===== config.mk =====
export PLATFORM = sky130hd
export DESIGN_NAME = tmr_portfront
export DESIGN_NICKNAME = d
export VERILOG_FILES = /design/src/rtl/tmr_portfront.sv
export SDC_FILE = /design/constraint.sdc
export NUM_CORES = 1
export LEC_CHECK = 0
export BUFFER_PORTS_ARGS = -buffer_cell sky130_fd_sc_hd__buf_2
export CORE_MARGIN = 4
export CORE_UTILIZATION = 51
export CTS_CLUSTER_DIAMETER = 100
export DETAILED_ROUTE_END_ITERATION = 16
export PLACE_DENSITY_LB_ADDON = 0.25
export SLEW_MARGIN = 20
export SYNTH_ARGS = -nofsm -noshare
export SYNTH_HDL_FRONTEND = slang
export SYNTH_SLANG_ARGS = --single-unit

===== constraint.sdc =====
create_clock -name clk -period 2.2 [get_ports clk]
set_clock_uncertainty 0.2 [all_clocks]
set_input_delay 0.11 -clock clk [delete_from_list [all_inputs] [get_ports clk]]
set_output_delay 0.11 -clock clk [all_outputs]
set_load 0.01 [all_outputs]

===== src/rtl/tmr_portfront.sv =====
module tmr_portfront #(
  parameter int AW = 4
) (
  input  logic          clk,
  input  logic          rst_n,
  input  logic [AW-1:0] addr,
  input  logic          wr_en,
  input  logic          rd_en,
  input  logic [7:0]    wdata,
  output logic [7:0]    rdata,
  input  logic [47:0]   live_cnt,
  input  logic [2:0]    ch_out,
  output logic [2:0]    load_stb,
  output logic [47:0]   load_val,
  output logic [8:0]    ch_mode,
  output logic [2:0]    ch_bcd
);
  localparam int NCH = 3;
  localparam int CW  = 16;

  wire [1:0] a      = addr[1:0];
  wire       ctl_wr = wr_en && (a == 2'd3);
  wire [1:0] sel    = wdata[7:6];
  wire       rbk    = ctl_wr && (sel == 2'd3);

  logic [7:0] rd_byte [NCH];

  for (genvar i = 0; i < NCH; i++) begin : g_ch
    localparam logic [1:0] IDX = 2'(i);
    logic [1:0]    acc, cst;
    logic [2:0]    mode;
    logic          bcd, wr_hi, rd_hi, spend, stb;
    logic [7:0]    wlat, sbyte, rd;
    logic [CW-1:0] clat, lval;

    wire [CW-1:0] live    = live_cnt[CW*i +: CW];
    wire          dwr     = wr_en && (a == IDX);
    wire          drd     = rd_en && !wr_en && (a == IDX);
    wire          cmd     = ctl_wr && (sel == IDX);
    wire          lat_cnt = (cmd && wdata[5:4] == 2'd0) || (rbk && wdata[i+1] && !wdata[5]);
    wire          lat_st  = rbk && wdata[i+1] && !wdata[4];

    always_ff @(posedge clk) begin
      if (!rst_n) begin
        acc <= 2'd1; mode <= 3'd0; bcd <= 1'b0;
        wr_hi <= 1'b0; rd_hi <= 1'b0; wlat <= 8'd0;
        clat <= '0; cst <= 2'd0; spend <= 1'b0; sbyte <= 8'd0;
        stb <= 1'b0; lval <= '0;
      end else begin
        stb <= 1'b0;
        if (cmd && wdata[5:4] != 2'd0) begin
          acc <= wdata[5:4]; mode <= wdata[3:1]; bcd <= wdata[0];
          wr_hi <= 1'b0; rd_hi <= 1'b0;
        end
        if (lat_cnt && cst == 2'd0) begin
          clat <= live; cst <= acc;
        end
        if (lat_st && !spend) begin
          spend <= 1'b1; sbyte <= {ch_out[i], 1'b0, acc, mode, bcd};
        end
        if (dwr) begin
          case (acc)
            2'd1: begin stb <= 1'b1; lval <= {8'h00, wdata}; end
            2'd2: begin stb <= 1'b1; lval <= {wdata, 8'h00}; end
            2'd3: begin
              if (!wr_hi) begin wlat <= wdata; wr_hi <= 1'b1; end
              else begin stb <= 1'b1; lval <= {wdata, wlat}; wr_hi <= 1'b0; end
            end
            default: ;
          endcase
        end
        if (drd) begin
          if (spend) spend <= 1'b0;
          else if (cst != 2'd0) cst <= (cst == 2'd3) ? 2'd2 : 2'd0;
          else if (acc == 2'd3) rd_hi <= !rd_hi;
        end
      end
    end

    always_comb begin
      if (spend) rd = sbyte;
      else if (cst != 2'd0) rd = (cst == 2'd2) ? clat[15:8] : clat[7:0];
      else case (acc)
        2'd2:    rd = live[15:8];
        2'd3:    rd = rd_hi ? live[15:8] : live[7:0];
        default: rd = live[7:0];
      endcase
    end

    assign rd_byte[i]           = rd;
    assign load_stb[i]          = stb;
    assign load_val[CW*i +: CW] = lval;
    assign ch_mode[3*i +: 3]    = mode;
    assign ch_bcd[i]            = bcd;
  end

  always_comb begin
    case (a)
      2'd0:    rdata = rd_byte[0];
      2'd1:    rdata = rd_byte[1];
      2'd2:    rdata = rd_byte[2];
      default: rdata = 8'h00;
    endcase
  end
endmodule



Word-level counts from Yosys, hierarchy flattened
Cells that the tools add are included.
Operators by class
  reductions and logical operators: 70
  equality and inequality tests: 24
  bitwise logic cells: 3
  muxes and demuxes: 79
Operator list (number)
  $pmux 16 s3: 3
  $mux 8: 12
  $mux 16: 3
  $pmux 8 s2: 3
  $mux 1: 39
  $logic_and 1x1->1: 33
  $eq 2x2->1 const B: 16
  $mux 2: 15
  $pmux 8 s3: 1
  $reduce_and 3->1: 6
  $logic_not 2->1: 6
  $eq 2x1->1 const B: 5
  $logic_not 1->1: 9
  $reduce_bool 3->1: 3
  $reduce_bool 2->1: 4
  $ne 2x2->1 const B: 3
  $pmux 1 s2: 3
  $reduce_and 2->1: 3
  $reduce_or 2->1: 3
  $logic_or 1x1->1: 3
  $not 1->1: 3
Word-level totals
  flip-flop bits (word level): 177
  input port bits: 67
  logic and storage cells: 212

Depth between registers and ports, before layout
  depth after elaboration: 11
  gate-level depth with buffers: 7
  mapped depth without buffers: 6

Worst setup path after synthesis
No wires, ideal clock.
  path type: register to output
  start: register g_ch[2].acc[0]
  end: output rdata[6]
  cell stages (with the launch flop): 8
  arrival: 1893 ps
  path buffers: 1
  slack: -3 ps
  cell sequence: dfxtp_1 > inv_1 > ha_1 > clkbuf_1 > a21o_1 > a221oi_2 > a2111oi_0 > or4_1
On the way
  cells in the longest elaborated chain, start to end: 5
  elaborated cells between the ends (all ways): 6
  those cells by class: eq/ne: 2; mux: 4
RTL lines
  start, declared: line 30  | logic [1:0] acc, cst;
  start signal, assigned: line 52  | acc <= wdata[5:4]; mode <= wdata[3:1]; bcd <= wdata[0];
  $eq 2x2->1: line 83  | else case (acc)
  $pmux 8 s2 (*): line 83
  $mux 8 (*): line 82  | else if (cst != 2'd0) rd = (cst == 2'd2) ? clat[15:8] : clat[7:0];
  $mux 8 (*): line 81  | if (spend) rd = sbyte;
  $pmux 8 s3 (*): line 98  | case (a)
  end, declared: line 10  | output logic [7:0] rdata,
Mark *: on every way between the ends. The rest lies on a longest branch, timed or not.

Final worst setup path
  start: register g_ch[2].acc[1]
  end: output rdata[7]
Same word-level chain as after synthesis.

==> out/metrics.csv <==
metric,value,unit
status,finished with violations,
violations,setup timing,
cts_setup_buffers,0,
crit_path_max_fanout,8,
tritoncts,built,
cp-start-kind,flip-flop,
viasPerCell,5.61,
slew_viol_final,0,
final_hold_viol_count,0,
reg2reg_setup_slack,200,ps
yosysWarnings,0,
wl_per_cell,17.5,um
min_period,2600,ps
clock.fmax,0.385,GHz
seq_area_frac_synth,0.411,
drc,0,
combPwrFrac,0.101,
synth-seq-cells,177,
ir_drop,0.518,mV
syn2layout_area_growth,28.7,%
insertion_delay,420,ps
ys_async_sr_fraction,0,
grt_max_degree,80,
grtUsageTotal,0.244,
critPathRequiredTime,1890,ps
reg2reg_to,g_ch[1].lval[15],
vias,7681,
power_switching,1.56,mW
antenna_found_initial,0,
synth-main-ff-cell,dfxtp_1,
clkPwrFrac,0.407,
timing.rr.start,g_ch[1].acc[1],
dieArea,0.0191,mm^2
routabilityCongestion,0.874,
nets,1213,
drtAntennaViolNets,0,
htree_levels,4,
dp_hpwl,16.0,mm
first_global_vias,7381,
powerDensity,597,mW/mm^2
hp-start,addr[1],
seqPwrFrac,0.492,
syn_avg_cell_area,9.13,um^2
chipWidth,138,um
fin_ws,-400,ps
intPower,5.07,mW
relSlewSlack,0.471,
grt_overflow,0,
rsz0062_at_grt,true,
firstDrtPassIters,5,
hold_ws,26.8,ps
setup_viol,8,
numCtsBuffers,17,
clkSlewWorstSetupHoldPaths,60,ps
antenna_cells,0,
cts_buffer_depth,2,
die_height,138,um
crit_path_end_kind,output pin,
syn_area,0.00862,mm^2
detail_route.iter0.violations,438,
hold_end,g_ch[2].spend,
maxCapViolations,0,
hold_depth,3,
synth.distinct_cells,57,
core,0.0166,mm^2
port_buffers,135,
cts_sinks,177,
arrival,2290,ps
crit_type,reg2out,
hold_path_class,in2reg,
fin_crit_sh,1.18,
swShare,0.236,
cts_root_buffer,clkbuf_16,
finish.utilization,0.669,
worstMarginPinSlew,787,ps
r2r_cells,7,
layout-drive-gt1-share,0.245,
netlist_instances,945,
grt_pass1_wl,38.6,mm
syn_nets,1021,
io_pins,138,
rows,47,
synth_edf_count,0,
leakagePower,4.81,nW
initial_core_util,0.520,
wirelength,24.0,mm
[cell type report]
type,count,area [um^2]
well taps,220,275
fillers,1397,5490
clock buffers,27,483
clock inverters,4,28.8
inverters,20,75.1
multi-input cells,662,4850
flip-flops and latches,177,3560
repair buffers,259,1830
[power groups by stage]
| stage | combinational, mW | sequential (mW) | clock, mW |
|---|---|---|---|
| 3_3_place_gp | 0.549 | 3.33 | 0 |
| 6_report | 0.670 | 3.26 | 2.70 |
| 3_5_place_dp | 0.551 | 3.34 | 0 |
| 4_1_cts | 0.655 | 3.26 | 2.74 |
| 5_1_grt | 0.720 | 3.26 | 2.88 |
| 2_1_floorplan | 0.308 | 3.34 | 0 |
[what timing repair did]
action                                  4_1_cts  5_1_grt
hold buffers                                 63        0
gates resized for setup                      40       17
endpoints found under the setup margin        8        8
cloned                                        0        0
hold endpoints to repair                    110        0
pin swaps                                     8       10
[cells in the final DEF (no fill, tap or decap), types with 8 or more instances in the layout]
| cell | Yosys | final |
|---|---|---|
| dfxtp_1 | 177 | 171 |
| buf_2 | 17 | 134 |
| nor2b_1 | 90 | 90 |
| nand2_1 | 84 | 84 |
| mux2i_1 | 85 | 82 |
| dlygate4sd3_1 | 0 | 63 |
| buf_4 | 14 | 57 |
| a21boi_1 | 39 | 39 |
| a21oi_1 | 37 | 37 |
| nand3_1 | 35 | 35 |
| nor3b_1 | 34 | 34 |
| o21ai_0 | 34 | 34 |
| o211a_1 | 24 | 24 |
| inv_1 | 19 | 17 |
| nand2b_1 | 17 | 17 |
| clkbuf_16 | 0 | 17 |
| a21boi_0 | 15 | 15 |
| nor2_1 | 12 | 12 |
| a22oi_2 | 0 | 8 |
| o31ai_1 | 8 | 8 |
| clkbuf_1 | 46 | 8 |
[worst max-delay path by stage]
stage                           to  cells past startpoint           start
after floorplan           rdata[6]                      7  g_ch[2].acc[0]
after CTS                 rdata[2]                      6  g_ch[2].acc[0]
final                     rdata[7]                      6  g_ch[2].acc[1]
after detailed placement  rdata[3]                      6  g_ch[0].acc[1]
after global placement    rdata[3]                      6  g_ch[0].acc[1]
after global routing      rdata[7]                      6  g_ch[2].acc[1]
[cells in the mapped netlist (5+ instances only)]
cell type	instances	share of area
or3b_1	7	0.0071
nand2_1	84	0.037
buf_4	14	0.012
buf_2	17	0.0099
a21boi_1	39	0.034
o21ai_0	34	0.020
a22oi_1	15	0.013
clkbuf_1	46	0.020
mux2i_1	85	0.099
inv_1	19	0.0083
ha_1	9	0.013
a211oi_1	14	0.012
and2_1	5	0.0036
a221oi_1	8	0.0081
a21oi_1	37	0.021
nor2b_1	90	0.065
nand3_1	35	0.020
nor3b_1	34	0.030
o211a_1	24	0.028
o31ai_1	8	0.0070
a2111oi_0	8	0.0081
or4_1	8	0.0070
a21boi_0	15	0.013
o21a_1	7	0.0061
nor4b_1	7	0.0071
nand2b_1	17	0.012
dfxtp_1	177	0.41
nor2_1	12	0.0052
a22o_1	7	0.0071
[flip-flops by register name, summed over array words and instances (netlist names), 6 cells and up]
register    flops
g_ch.lval      48
g_ch.sbyte     21
g_ch.clat      48
g_ch.wlat      24
g_ch.acc        6
g_ch.mode       9
g_ch.cst        6
[metrics by stage]
stage	total power, mW	cells	TNS (ps)	cell area (um^2)	setup WS (ps)
6_report	6.63	1369	-2830	11100	-400
3_3_place_gp	3.88	1275	-853	9710	-133
2_1_floorplan	3.65	945	0	8620	10.2
4_1_cts	6.66	1369	-2990	11000	-400
3_5_place_dp	3.89	1275	-1630	9710	-240
5_1_grt	6.87	1369	-3560	11100	-519
[logic make-up (layout without fill, tap and decap cells)]
group	count (synthesis)	count (layout)	share of synthesized area
fa+ha+maj	9	9	0.0131
flops	177	177	0.411
mux	85	85	0.0987
simple gates	339	339	0.229
buf+inv	106	310	0.0576
compound gates	229	229	0.190
[worst max-delay path: stages (launching register included)]
cell       delay, ps
dfxtp_2          350
ha_4             190
mux2i_4          250
a221oi_2         300
a2111oi_0        100
or4_1            510
buf_2            160
[metal layers]
metal | global-route usage | wire [um]
met2 | 0.381 | 11100
met4 | 0.0941 | 862
met3 | 0.0546 | 1230
met5 | 0 | 0
met1 | 0.330 | 10800
Power figures use the tool's default switching activity.
